<file path="src/rtl/bsp_pkg.sv">
package bsp_pkg;
  localparam int OPC_W = 4;
  localparam logic [OPC_W-1:0] OPC_ADD = 4'h3;
  localparam logic [OPC_W-1:0] OPC_XOR = 4'h6;

  // one stream bit plus the tags the pipeline needs downstream
  typedef struct packed {
    logic data;
    logic sof;
    logic opc;     // bit lies in the opcode field
    logic acc;     // accumulator slot of a packet this element works on
    logic xor_op;  // function applied to that packet
  } beat_t;
endpackage

</file>
<file path="src/rtl/bsp_frame_track.sv">
module bsp_frame_track
  import bsp_pkg::*;
#(
  parameter int HDR_BITS  = 8,
  parameter int OPND_W    = 32,
  parameter int LANES     = 4,
  parameter int TAIL_BITS = 8
) (
  input  logic  clk,
  input  logic  rst_n,
  input  logic  take,
  input  logic  bit_i,
  input  logic  sof_i,
  input  logic  func_sel,
  output beat_t beat_o
);
  localparam int LANE_W    = (LANES > 1) ? $clog2(LANES) : 1;
  localparam int OPND_BITS = OPND_W * LANES;
  localparam int PKT_BITS  = HDR_BITS + OPC_W + OPND_BITS + TAIL_BITS;
  localparam int POS_W     = $clog2(PKT_BITS + 1);
  localparam int OPC_LO    = HDR_BITS;
  localparam int OPND_LO   = HDR_BITS + OPC_W;
  localparam int OPND_HI   = OPND_LO + OPND_BITS;

  logic [POS_W-1:0]  pos_q, cur_pos, opnd_off;
  logic [OPC_W-1:0]  opc_q, opc_full, target;
  logic              match_q, match_xor_q;
  logic              in_opc, in_opnd, last_opc;
  logic [LANE_W-1:0] lane;

  always_comb begin
    cur_pos  = sof_i ? '0 : pos_q;
    in_opc   = (cur_pos >= POS_W'(OPC_LO)) && (cur_pos < POS_W'(OPND_LO));
    in_opnd  = (cur_pos >= POS_W'(OPND_LO)) && (cur_pos < POS_W'(OPND_HI));
    last_opc = (cur_pos == POS_W'(OPND_LO - 1));
    opnd_off = cur_pos - POS_W'(OPND_LO);
    lane     = opnd_off[LANE_W-1:0];
    opc_full = {bit_i, opc_q[OPC_W-1:1]};
    target   = func_sel ? OPC_XOR : OPC_ADD;
    beat_o.data   = bit_i;
    beat_o.sof    = sof_i;
    beat_o.opc    = in_opc;
    beat_o.acc    = in_opnd && (lane == '0) && match_q;
    beat_o.xor_op = match_xor_q;
  end

  always_ff @(posedge clk or negedge rst_n) begin
    if (!rst_n) begin
      pos_q       <= POS_W'(PKT_BITS);
      opc_q       <= '0;
      match_q     <= 1'b0;
      match_xor_q <= 1'b0;
    end else if (take) begin
      pos_q <= (cur_pos == POS_W'(PKT_BITS)) ? cur_pos : cur_pos + 1'b1;
      if (in_opc) opc_q <= opc_full;
      if (sof_i) match_q <= 1'b0;
      if (last_opc) begin
        match_q     <= (opc_full == target);
        match_xor_q <= func_sel;
      end
    end
  end
endmodule

</file>
<file path="src/rtl/bsp_serial_alu.sv">
module bsp_serial_alu (
  input  logic clk,
  input  logic rst_n,
  input  logic clr,
  input  logic step,
  input  logic a,
  input  logic b,
  input  logic xor_mode,
  output logic res,
  output logic carry_o
);
  logic carry_q;

  assign res     = xor_mode ? (a ^ b) : (a ^ b ^ carry_q);
  assign carry_o = carry_q;

  always_ff @(posedge clk or negedge rst_n) begin
    if (!rst_n) carry_q <= 1'b0;
    else if (clr) carry_q <= 1'b0;
    else if (step && !xor_mode) carry_q <= (a & b) | (a & carry_q) | (b & carry_q);
  end
endmodule

</file>
<file path="src/rtl/bsp_accum_elem.sv">
module bsp_accum_elem
  import bsp_pkg::*;
#(
  parameter int HDR_BITS  = 8,
  parameter int OPND_W    = 32,
  parameter int LANES     = 4,
  parameter int TAIL_BITS = 8
) (
  input  logic clk,
  input  logic rst_n,
  input  logic func_sel,
  input  logic in_valid,
  output logic in_ready,
  input  logic in_bit,
  input  logic in_sof,
  output logic out_valid,
  input  logic out_ready,
  output logic out_bit,
  output logic out_sof
);
  beat_t in_beat, s1_q, s2_q;
  logic  s1_v, s2_v;
  logic  in_fire, s1_move, s2_fire, s2_wait;
  logic  alu_res, carry_w, opc_leave;

  assign in_fire = in_valid && in_ready;

  bsp_frame_track #(
    .HDR_BITS (HDR_BITS),
    .OPND_W   (OPND_W),
    .LANES    (LANES),
    .TAIL_BITS(TAIL_BITS)
  ) u_track (
    .clk     (clk),
    .rst_n   (rst_n),
    .take    (in_fire),
    .bit_i   (in_bit),
    .sof_i   (in_sof),
    .func_sel(func_sel),
    .beat_o  (in_beat)
  );

  // an accumulator slot may only leave once its lane-B partner sits in stage 1
  assign s2_wait   = s2_v && s2_q.acc && !s1_v;
  assign out_valid = s2_v && !s2_wait;
  assign s2_fire   = out_valid && out_ready;
  assign s1_move   = s1_v && (!s2_v || s2_fire);
  assign in_ready  = !s1_v || s1_move;
  assign opc_leave = s2_fire && s2_q.opc;

  bsp_serial_alu u_alu (
    .clk     (clk),
    .rst_n   (rst_n),
    .clr     (opc_leave),
    .step    (s2_fire && s2_q.acc),
    .a       (s2_q.data),
    .b       (s1_q.data),
    .xor_mode(s2_q.xor_op),
    .res     (alu_res),
    .carry_o (carry_w)
  );

  assign out_bit = s2_q.acc ? alu_res : s2_q.data;
  assign out_sof = s2_q.sof;

  always_ff @(posedge clk or negedge rst_n) begin
    if (!rst_n) begin
      s1_v <= 1'b0;
      s2_v <= 1'b0;
      s1_q <= '0;
      s2_q <= '0;
    end else begin
      if (in_fire) begin
        s1_q <= in_beat;
        s1_v <= 1'b1;
      end else if (s1_move) begin
        s1_v <= 1'b0;
      end
      if (s1_move) begin
        s2_q <= s1_q;
        s2_v <= 1'b1;
      end else if (s2_fire) begin
        s2_v <= 1'b0;
      end
    end
  end
endmodule

</file>
<file path="config.mk">
export PLATFORM = sky130hd
export DESIGN_NAME = bsp_accum_elem
export DESIGN_NICKNAME = d
export VERILOG_FILES = /design/src/rtl/bsp_pkg.sv /design/src/rtl/bsp_frame_track.sv /design/src/rtl/bsp_serial_alu.sv /design/src/rtl/bsp_accum_elem.sv
export SDC_FILE = /design/constraint.sdc
export NUM_CORES = 1
export LEC_CHECK = 0
export BUFFER_PORTS_ARGS = -buffer_cell sky130_fd_sc_hd__buf_4
export CELL_PAD_IN_SITES_DETAIL_PLACEMENT = 1
export CELL_PAD_IN_SITES_GLOBAL_PLACEMENT = 1
export CORE_ASPECT_RATIO = 1.25
export CORE_MARGIN = 8
export CORE_UTILIZATION = 45
export DETAILED_ROUTE_END_ITERATION = 8
export PLACE_DENSITY = 0.89
export SYNTH_ARGS = -nofsm -noshare
export SYNTH_HDL_FRONTEND = slang
export SYNTH_SLANG_ARGS = --single-unit
</file>
<file path="constraint.sdc">
create_clock -name clk -period 2.5 [get_ports clk]
set_input_delay 0.375 -clock clk [delete_from_list [all_inputs] [get_ports clk]]
set_output_delay 0.375 -clock clk [all_outputs]
set_load 0.02 [all_outputs]
</file>
Word-level counts from Yosys, hierarchy flattened:

Cells that the tools add are included.

* register bits: 27
* logic and storage cells: 73
* input bits: 7

* add/subtract/negate cells: 2
* reduce and logical (&&, ||, !) cells: 27
* bitwise gates (word level): 7
* equality and inequality tests: 3
* magnitude comparators: 4
* multiplexer cells: 13

Operators by type and width (number)
* >= comparator 8 x 4 -> 1 bit (second input constant): 2
* two-way mux 8 bit: 2
* logical AND 1 bit: 13
* two-way mux 1 bit: 10
* adder 8 x 1 -> 8 bit (second input constant): 1
* == test 8 x 4 -> 1 bit (second input constant): 1
* == test 8 bit (second input constant): 1
* < comparator 8 x 4 -> 1 bit (second input constant): 1
* < comparator 8 bit (second input constant): 1
* nonzero test 2 bit: 4
* AND reduction 2 bit: 3
* == test 4 bit: 1
* logical NOT 1 bit: 4
* AND 1 bit: 3
* two-way mux 3 bit: 1
* logical NOT 2 bit: 1
* logical OR 1 bit: 2
* OR 1 bit: 2
* subtractor 2 x 1 -> 2 bit (second input constant): 1
* XOR 1 bit: 2

Logic depth before layout (Yosys ltp):

Gate-level depths: netlist of run 1.

* depth in word-level cells: 10
* depth in mapped cells: 8

Cells and area by module:

Synthesis of run 1 repeated with hierarchy kept, for this count alone.

* cells, all modules: 126
* area total of the unflattened synthesis: 1501.4 µm²

Modules (own cells, without submodules)
* bsp_frame_track: instances 1, sequential area each 329.1 µm², area each 847.1 µm², cells an instance 83
* bsp_accum_elem: instances 1, sequential area each 300.3 µm², area each 553.0 µm², cells an instance 35
* bsp_serial_alu: instances 1, sequential area each 25.0 µm², area each 101.3 µm², cells an instance 8

Worst setup path before layout of run 1:

OpenSTA, ideal clock, no wires.

* kind: input port to flip-flop
* start: input port in_sof
* end: register u_track.match_xor_q
* stages on the path: 8
* arrival: 1.896 ns
* required time: 2.373 ns
* setup time: 0.127 ns
* buffers on the path: 1
* slack: 0.477 ns
* cell sequence: clkbuf_1 -> clkinv_1 -> nand2_1 -> inv_1 -> ha_1 -> inv_1 -> or4_1 -> mux2_1

* longest elaborated chain between the ends: 3

RTL lines
* start, declared: RTL line bsp_accum_elem.sv:15 `input logic in_sof,`
* two-way mux 8 bit: RTL line bsp_frame_track.sv:32 `cur_pos = sof_i ? '0 : pos_q;`
* == test 8 x 4 -> 1 bit: RTL line bsp_frame_track.sv:35 `last_opc = (cur_pos == POS_W'(OPND_LO - 1));`
* AND reduction 2 bit (no source line)
* end signal, assigned: RTL line bsp_frame_track.sv:59 `match_xor_q <= func_sel;`
* end, declared: RTL line bsp_frame_track.sv:27 `logic match_q, match_xor_q;`

Every way passes these cells.
A chain may end at the register's enable or synchronous reset.

Worst setup path in the final report of run 1:

* start: register s1_q[4] (netlist name)
* end: output port out_bit

* longest elaborated chain between the ends: 4

RTL lines
* start, declared: RTL line bsp_accum_elem.sv:21 `beat_t in_beat, s1_q, s2_q;`
* start signal, assigned: RTL line bsp_accum_elem.sv:74 `s1_q <= in_beat;`
* XOR 1 bit (*): RTL line bsp_serial_alu.sv:14 `assign res = xor_mode ? (a ^ b) : (a ^ b ^ carry_q);`
* XOR 1 bit: RTL line bsp_serial_alu.sv:14
* two-way mux 1 bit (*): RTL line bsp_serial_alu.sv:14
* two-way mux 1 bit (*): RTL line bsp_accum_elem.sv:63 `assign out_bit = s2_q.acc ? alu_res : s2_q.data;`
* end, declared: RTL line bsp_accum_elem.sv:18 `output logic out_bit,`

Every way passes the cells marked *; elsewhere a longest branch is shown, timed or not.

==> results of run 1 <==
-- state kept, by name, indices dropped and copies added (netlist names) --
name                 cells
u_track.match_xor_q      1
s2_v                     1
s1_q                     5
u_track.match_q          1
u_alu.carry_o            1
s2_q                     4
out_sof                  1
u_track.pos_q            8
u_track.opc_q            3
s1_v                     1
-- kinds of logic (layout without fill, tap and decap cells) --
group	count (synthesis)	count (layout)	share of synthesized area, %
adder cells (fa/ha/maj)	4	4	4.205
AO/OA/AOI/OAI	32	32	15.63
XOR/XNOR	1	1	0.6400
flip-flops	26	26	47.81
AND/OR/NAND/NOR	49	49	20.20
multiplexers	9	9	7.313
buffers and inverters	15	25	4.204
-- stage by stage --
step / hold WS [ps] / cells / worst slack [ps] / cell area (um^2)
floorplan: 79.41 / 136 / 476.8 / 1369
global placement: 299.3 / 177 / 416.0 / 1469
detailed placement: 305.9 / 177 / 358.3 / 1469
CTS: 247.7 / 182 / 382.3 / 1515
global route: 262.1 / 182 / 295.4 / 1515
finish: 256.3 / 182 / 396.4 / 1515
-- layout by cell type, fill, tap and decap left out, types with 4 or more instances in the layout --
cell,n
a21oi_1,4
inv_1,9
nand3_1,6
nand2_1,17
o21ai_0,6
buf_4,10
mux2_2,7
dfrtp_1,23
-- critical path, cell delays in order (launching register included) --
cell	delay [ps]
dfrtp_1	410
inv_1	120
fa_1	420
o21ai_0	150
nand2_1	60
o21ai_0	70
buf_4	160
-- per-layer routing --
| metal | track usage [%] | share of wire [%] | vias to the layer above |
|---|---|---|---|
| met2 | 21.62 | 53 | 9 |
| li1 | - | - | 507 |
| met1 | 14.04 | 43 | 518 |
| met3 | 1.868 | 2.4 | 5 |
| met5 | 0 | 0 | - |
| met4 | 4.595 | 1.5 | 0 |
-- timing repair --
item                                   CTS  global route
hold buffers                             1             0
gates resized for setup                  0             0
endpoints found under the hold margin   23             0
-- area by class of cell --
class	instances	area, um^2
Inverter	10	37.54
Sequential cell	26	654.4
Multi-Input combinational cell	95	656.9
Timing Repair Buffer	11	85.08
Fill cell	359	1403
Clock buffer	4	36.28
Tap cell	36	45.04
-- power by group through the flow --
stage | clock network (mW) | registers (mW) | logic (mW)
2_1_floorplan | 0 | 0.579 | 0.217
3_3_place_gp | 0 | 0.608 | 0.261
3_5_place_dp | 0 | 0.617 | 0.275
4_1_cts | 0.224 | 0.609 | 0.277
5_1_grt | 0.237 | 0.626 | 0.311
6_report | 0.220 | 0.610 | 0.272
-- worst paths after layout --
check / end / startpoint / slack, ps / cells after the start
worst max-delay path: out_bit / s1_q[4] / 400 / 6
worst min-delay path: s1_q[4] / in_bit / 260 / 3
worst max register to register: u_track.match_xor_q / u_track.pos_q[1] / 560 / 5
worst min register to register: u_alu.carry_o / s2_q[2] / 470 / 1
max in group asynchronous: u_track.pos_q[4] / rst_n / 1740 / 2
min in group asynchronous: s2_v / rst_n / 470 / 2
==> results.toml, run 1 <==
[status]
outcome = "completed"

[synth]
syn-mean-instance-area_um2 = 10.06
async_reset_ff_share_pct = 100.0
yosysMostFrequentCell = "dfrtp_1"
synth_common_cells = "dfrtp_1, nand2_1, inv_1"
syn_area_um2 = 1369
synth-seq-cells = 26
netlist-cell-type-count = 45
synth_cells = 136
synth_enable_flop_cells = 0
synth_flop_cell = "dfrtp_1"
synthTopCellsByArea = "dfrtp_1, dfstp_2, mux2_2, nand2_1, ha_1"
synth_top_area_share_pct = 42.05
synth_top_area_cell = "dfrtp_1"
ys_seq_area_share_pct = 47.81
synth_fp_nets = 147
yosysWarnings = 0

[global_route]
grt_max_degree = 27
grt_pass1_vias = 1076
grt_overflow_total = 0
track_usage_pct = 12.15
antenna_found_initial = 0
grt_pass1_wl_um = 5002

[cells_and_area]
antennaDiodeCount = 0
drive_above_1_share_pct = 19.18
area_growth_pct = 10.69
layout.nets = 158
post-route-util_pct = 51.93

[timing]
fin_crit_sh_pct = 84.14
period_minus_slack_ps = 2104
maxSlewViolCount = 0
hold_violations = 0
setup_viol = 0
rsz0062_at_grt = "no"
relSlewSlack_pct = 61.19
fin_worst_skew_ps = 3.874
tns_ps = 0
max_clock_freq_mhz = 475.4
worstMarginPinSlew_ps = 577.7

[clock_network]
clkSinkCount = 26
cts_root_buf = "clkbuf_4"
clk_pin_slew_ps = 140
post_cts_buffers = 0
cts_buffers = 3
cts_max_level = 1
clk_latency_ps = 330
clockBufferDepth = 2
cts_tree = "yes"

[setup_path]
worstSetupPathType = "reg -> out"
end_kind = "output pin"
crit_fanout = 3
crit_path_start_kind = "flip-flop"
crit_required_ps = 2120
worstPathArrival_ps = 1730

[drt]
drc_errors = 0
postRouteAntennaNets = 0
avgRoutedWirePerCell_um = 16.29
firstDrtPassIters = 3
drt_iter0_markers = 22
wl_um = 2964
vias_per_cell = 5.709
vias = 1039

[power]
peakVddDrop_v = 0.0005286
comb_power_share_pct = 24.7
swShare_pct = 33.56
leakagePower_nw = 0.6963
p_seq_share_pct = 55.3
power_frac_clock_pct = 19.9
total_power_mw = 1.101
powerDensity_nw_per_um2 = 726.8
p_sw_mw = 0.3696
internal_power_mw = 0.7317

[min_path]
hold_path.class = "in -> reg"

[floorplanning]
num_rows = 22
start_util_pct = 46.91
core_um2 = 2918
die_width_um = 65.33
dieArea_um2 = 5074
pin_count = 11
die_h_um = 77.66

[flow_run]
cap_violations = 0

[place]
place_congestion = 0.8634
dpl.hpwl_um = 2195
portBuffers = 10
Power figures use the tool's default switching activity.
==> run 2: changes to the inputs <==
clock period = 1.99 ns   (was 2.5 ns; I/O delays follow)
==> results.toml, run 2 (same netlist as run 1, synthesis figures left out) <==
[status]
outcome = "completed"

[timing]
tns_ps = 0
maxSlewViolCount = 0
timing.final.ws_setup_ps = 32.49
worstMarginPinSlew_ps = 494.0
relSlewSlack_pct = 66.85
rsz0062_at_grt = "yes"
setup_viol = 0
hold_violations = 0
fin_worst_skew_ps = 4.664
fin_crit_sh_pct = 98.37
holdWs_ps = 204.0
max_clock_freq_mhz = 510.9
period_minus_slack_ps = 1958

[floorplanning]
num_rows = 22
start_util_pct = 46.91
die_width_um = 65.33
pin_count = 11
core_um2 = 2918
dieArea_um2 = 5074
die_h_um = 77.66

[setup_path]
cpMostUsedCell = "o21ai_1"
critPathSlowestCell = "fa_1"
worstSetupPathType = "reg -> out"
crit_required_ps = 1690
crit_fanout = 2
crit_chain = "inv_1 > fa_1 > o21ai_1 > nand2_1 > o21ai_1 > buf_4"
worstPathArrival_ps = 1660
crit_path_start_kind = "flip-flop"
cp_slowest_stage_delay_ps = 420
end_kind = "output pin"

[drt]
vias_per_cell = 5.859
drt_iter0_markers = 30
vias = 1119
wl_um = 3380
firstDrtPassIters = 4
postRouteAntennaNets = 0
avgRoutedWirePerCell_um = 17.70
drc_errors = 0

[cells_and_area]
post-route-util_pct = 54.80
largest-register = "u_track.pos_q"
fin_cells = 191
layout.nets = 167
final_common_cell = "dfrtp_1"
largest_register_ffs = 8
drive_above_1_share_pct = 25.16
fin_area_um2 = 1599
layout_common_cells = "dfrtp_1, buf_4, nand2_1, inv_1, mux2_2"
antennaDiodeCount = 0
area_growth_pct = 16.82
reg.largest.list = "u_track.pos_q (8), s1_q (5), s2_q (4)"

[min_path]
hold_path.class = "in -> reg"

[clock_network]
clk_pin_slew_ps = 140
cts_max_level = 1
cts_buffers = 3
clk_latency_ps = 320
cts_tree = "yes"
cts_root_buf = "clkbuf_4"
clockBufferDepth = 2
clkSinkCount = 26

[global_route]
track_usage_pct = 13.90
grt_pass1_vias = 1257
antenna_found_initial = 0
grt_max_degree = 27
grt_overflow_total = 0
grt_pass1_wl_um = 5754

[power]
leakagePower_nw = 0.7443
powerDensity_nw_per_um2 = 953.2
total_power_mw = 1.524
peakVddDrop_v = 0.0005463

[place]
placed_cell_area_um2 = 1506
place_inst = 182
dpl.hpwl_um = 2563
pre_cts_slack_ps = 183.2
portBuffers = 10
place_congestion = 0.8186

[flow_run]
cap_violations = 0
run 2: cell types whose count changed in the layout (fill, tap and decap cells not counted), sizes merged:
| cell | delta |
|---|---|
| clkbuf | -1 |
| bufinv | +1 |
| buf | +9 |
run 2: path summary, 6_finish.rpt:
path	slack [ps]	endpoint	start	cells after the start
worst max-delay path	30	out_bit	s2_q[4]	6
worst min-delay path	200	u_track.match_xor_q	func_sel	2
worst max register to register	210	u_track.match_xor_q	u_track.pos_q[1]	5
worst min register to register	470	u_alu.carry_o	s2_q[2]	1
max in group asynchronous	1290	u_track.pos_q[4]	rst_n	2
min in group asynchronous	400	s1_q[1]	rst_n	2
run 2: layout make-up:
type / count / area [um^2]
fill: 343 / 1319
clock inverter: 1 / 30.03
clock buffer: 3 / 22.52
inverter: 10 / 37.54
tap: 36 / 45.04
multi-input combinational: 95 / 656.9
timing repair buffer: 20 / 152.6
sequential: 26 / 654.4
run 2: report_power, final:
group          switching (mW)  internal [mW]  total [mW]
Combinational           0.201          0.194       0.395
Clock                   0.157          0.204       0.361
Sequential              0.126          0.642       0.768
run 2: timing repair:
item,4_1_cts,5_1_grt
hold buffers,1,0
hold endpoints to repair,23,0
gates resized for setup,2,2
setup buffers,3,1
setup endpoints to repair,1,1
run 2: per-layer routing:
layer	global-route usage [%]	vias to the layer above	share of wire (%)	wire (um)
met5	0	-	0	0
met4	5.252	0	2.1	72
met3	2.299	10	2.1	70
met2	25.77	16	55	1866
met1	15.06	562	41	1371
li1	-	531	-	-
run 2: worst max-delay path, delay by kind of cell (launching register included):
family,cells,cell delay [ps]
AO/OA/AOI/OAI,2,200
AND/OR/NAND/NOR,1,60
buffers and inverters,2,250
flip-flops,1,410
adder cells (fa/ha/maj),1,420
==> run 3: changes to the inputs <==
CORE_ASPECT_RATIO = 0.7   (was 1.25)
RECOVER_POWER = 100   (was unset)
==> results.toml, run 3 (same netlist as run 1, synthesis figures left out) <==
[drt]
postRouteAntennaNets = 0
vias = 1116
drc_errors = 0
vias_per_cell = 5.874
wl_um = 3226
firstDrtPassIters = 4
avgRoutedWirePerCell_um = 16.98
drt_iter0_markers = 79

[clock_network]
cts_max_level = 1
clockBufferDepth = 2
clk_pin_slew_ps = 90
cts_root_buf = "clkbuf_8"
clk_latency_ps = 270
clkSinkCount = 26
cts_tree = "yes"
cts_buffers = 3

[setup_path]
crit_required_ps = 1690
end_kind = "output pin"
crit_fanout = 3
worstSetupPathType = "reg -> out"
crit_path_start_kind = "flip-flop"
reg2reg_slack_ps = 170
worstPathArrival_ps = 1620

[global_route]
antenna_found_initial = 0
grt_max_degree = 27
grt_pass1_vias = 1126
grt_overflow_total = 0
grt_pass1_wl_um = 5402
track_usage_pct = 13.38

[power]
peakVddDrop_v = 0.0005698
swShare_pct = 32.73
power_frac_clock_pct = 23.1
powerDensity_nw_per_um2 = 947.7
p_sw_mw = 0.4874
p_seq_share_pct = 51.6
comb_power_share_pct = 25.3
total_power_mw = 1.489
leakagePower_nw = 0.7234
internal_power_mw = 1.002

[timing]
hold_violations = 0
rsz0062_at_grt = "yes"
holdWs_ps = 266.3
relSlewSlack_pct = 6.997
max_clock_freq_mhz = 521.8
worstMarginPinSlew_ps = 1395
tns_ps = 0
timing.final.ws_setup_ps = 73.53
fin_worst_skew_ps = 3.338
maxSlewViolCount = 0
period_minus_slack_ps = 1916
setup_viol = 0
fin_crit_sh_pct = 96.31

[cells_and_area]
layout.nets = 166
layout_common_cells = "dfrtp_1, nand2_1, buf_4, inv_1, mux2_2"
area_growth_pct = 14.81
reg.largest.list = "u_track.pos_q (8), s1_q (5), s2_q (4)"
largest_register_ffs = 8
antennaDiodeCount = 0
largest-register = "u_track.pos_q"
final_common_cell = "dfrtp_1"
drive_above_1_share_pct = 22.08
nFillCells = 334

[flow_run]
cap_violations = 0

[place]
pre_cts_slack_ps = 159.4
place_congestion = 0.8305
portBuffers = 10
dpl.hpwl_um = 2410

[floorplanning]
pin_count = 11
num_rows = 16
die_width_um = 81.92
die_h_um = 62.15
core_um2 = 2843
start_util_pct = 48.15
dieArea_um2 = 5091

[min_path]
hold_path.class = "in -> reg"

[status]
outcome = "completed"
==> run 3: changes by cell type in the layout (fill, tap and decap cells not counted) <==
cell	delta
nand3b_4	-1
nand2_2	-1
clkbuf_1	+2
bufinv_16	-1
and2_1	-1
and2_0	+1
nand2_1	+1
clkbuf_4	-3
nand3b_1	+1
clkbuf_8	+4
buf_4	-3
==> run 3: worst max-delay path, cell delays in order, from the launching register on <==
cell,delay [ps]
dfrtp_1,370
inv_2,60
fa_1,470
o21ai_1,140
nand2_1,60
o21ai_1,80
buf_4,160
==> run 3: what timing repair did <==
action / CTS / global route
buffers inserted: 0 / 4
pin swaps: 0 / 2
setup endpoints to repair: 1 / 1
hold endpoints to repair: 23 / 0
hold buffers: 1 / 0
resized for setup: 1 / 3
==> run 3: layer usage <==
metal	vias to the layer above	track usage (%)	part of all wire [%]
met5	-	0	0
met4	0	4.585	0.53
met3	2	3.736	4.9
met2	24	19.96	48
met1	564	17.88	46
li1	526	-	-
==> run 3: through the flow <==
| step | utilization [%] | instances | area [um^2] |
|---|---|---|---|
| after CTS | 55.02 | 186 | 1564 |
| after global routing | 55.28 | 190 | 1572 |
| after detailed placement | 52.73 | 181 | 1499 |
| final | 55.28 | 190 | 1572 |
| after floorplan | - | 136 | 1369 |
| after global placement | 52.73 | 181 | 1499 |
==> run 3: area by class of cell <==
type / instances / area, um^2 / share of cell area [%]
Sequential cell: 26 / 654.4 / 41.64
Multi-Input combinational cell: 95 / 641.9 / 40.84
Timing Repair Buffer: 19 / 137.6 / 8.758
Clock buffer: 4 / 55.05 / 3.503
Tap cell: 36 / 45.04 / 2.866
Inverter: 10 / 37.54 / 2.389
==> run 3: worst paths after layout <==
check / start / end / depth (start not counted)
worst max-delay path: s1_q[4] / out_bit / 6
worst min-delay path: func_sel / u_track.match_xor_q / 2
worst max register to register: u_track.pos_q[0] / u_track.match_xor_q / 6
worst min register to register: s2_q[2] / u_alu.carry_o / 1
max in group asynchronous: rst_n / s1_q[4] / 2
min in group asynchronous: rst_n / u_alu.carry_o / 2
==> run 3: power by group through the flow <==
| stage | clock network, mW | logic [mW] | registers (mW) |
|---|---|---|---|
| 2_1_floorplan | 0 | 0.273 | 0.727 |
| 3_3_place_gp | 0 | 0.338 | 0.762 |
| 3_5_place_dp | 0 | 0.358 | 0.778 |
| 4_1_cts | 0.353 | 0.366 | 0.769 |
| 5_1_grt | 0.380 | 0.420 | 0.784 |
| 6_report | 0.344 | 0.377 | 0.769 |
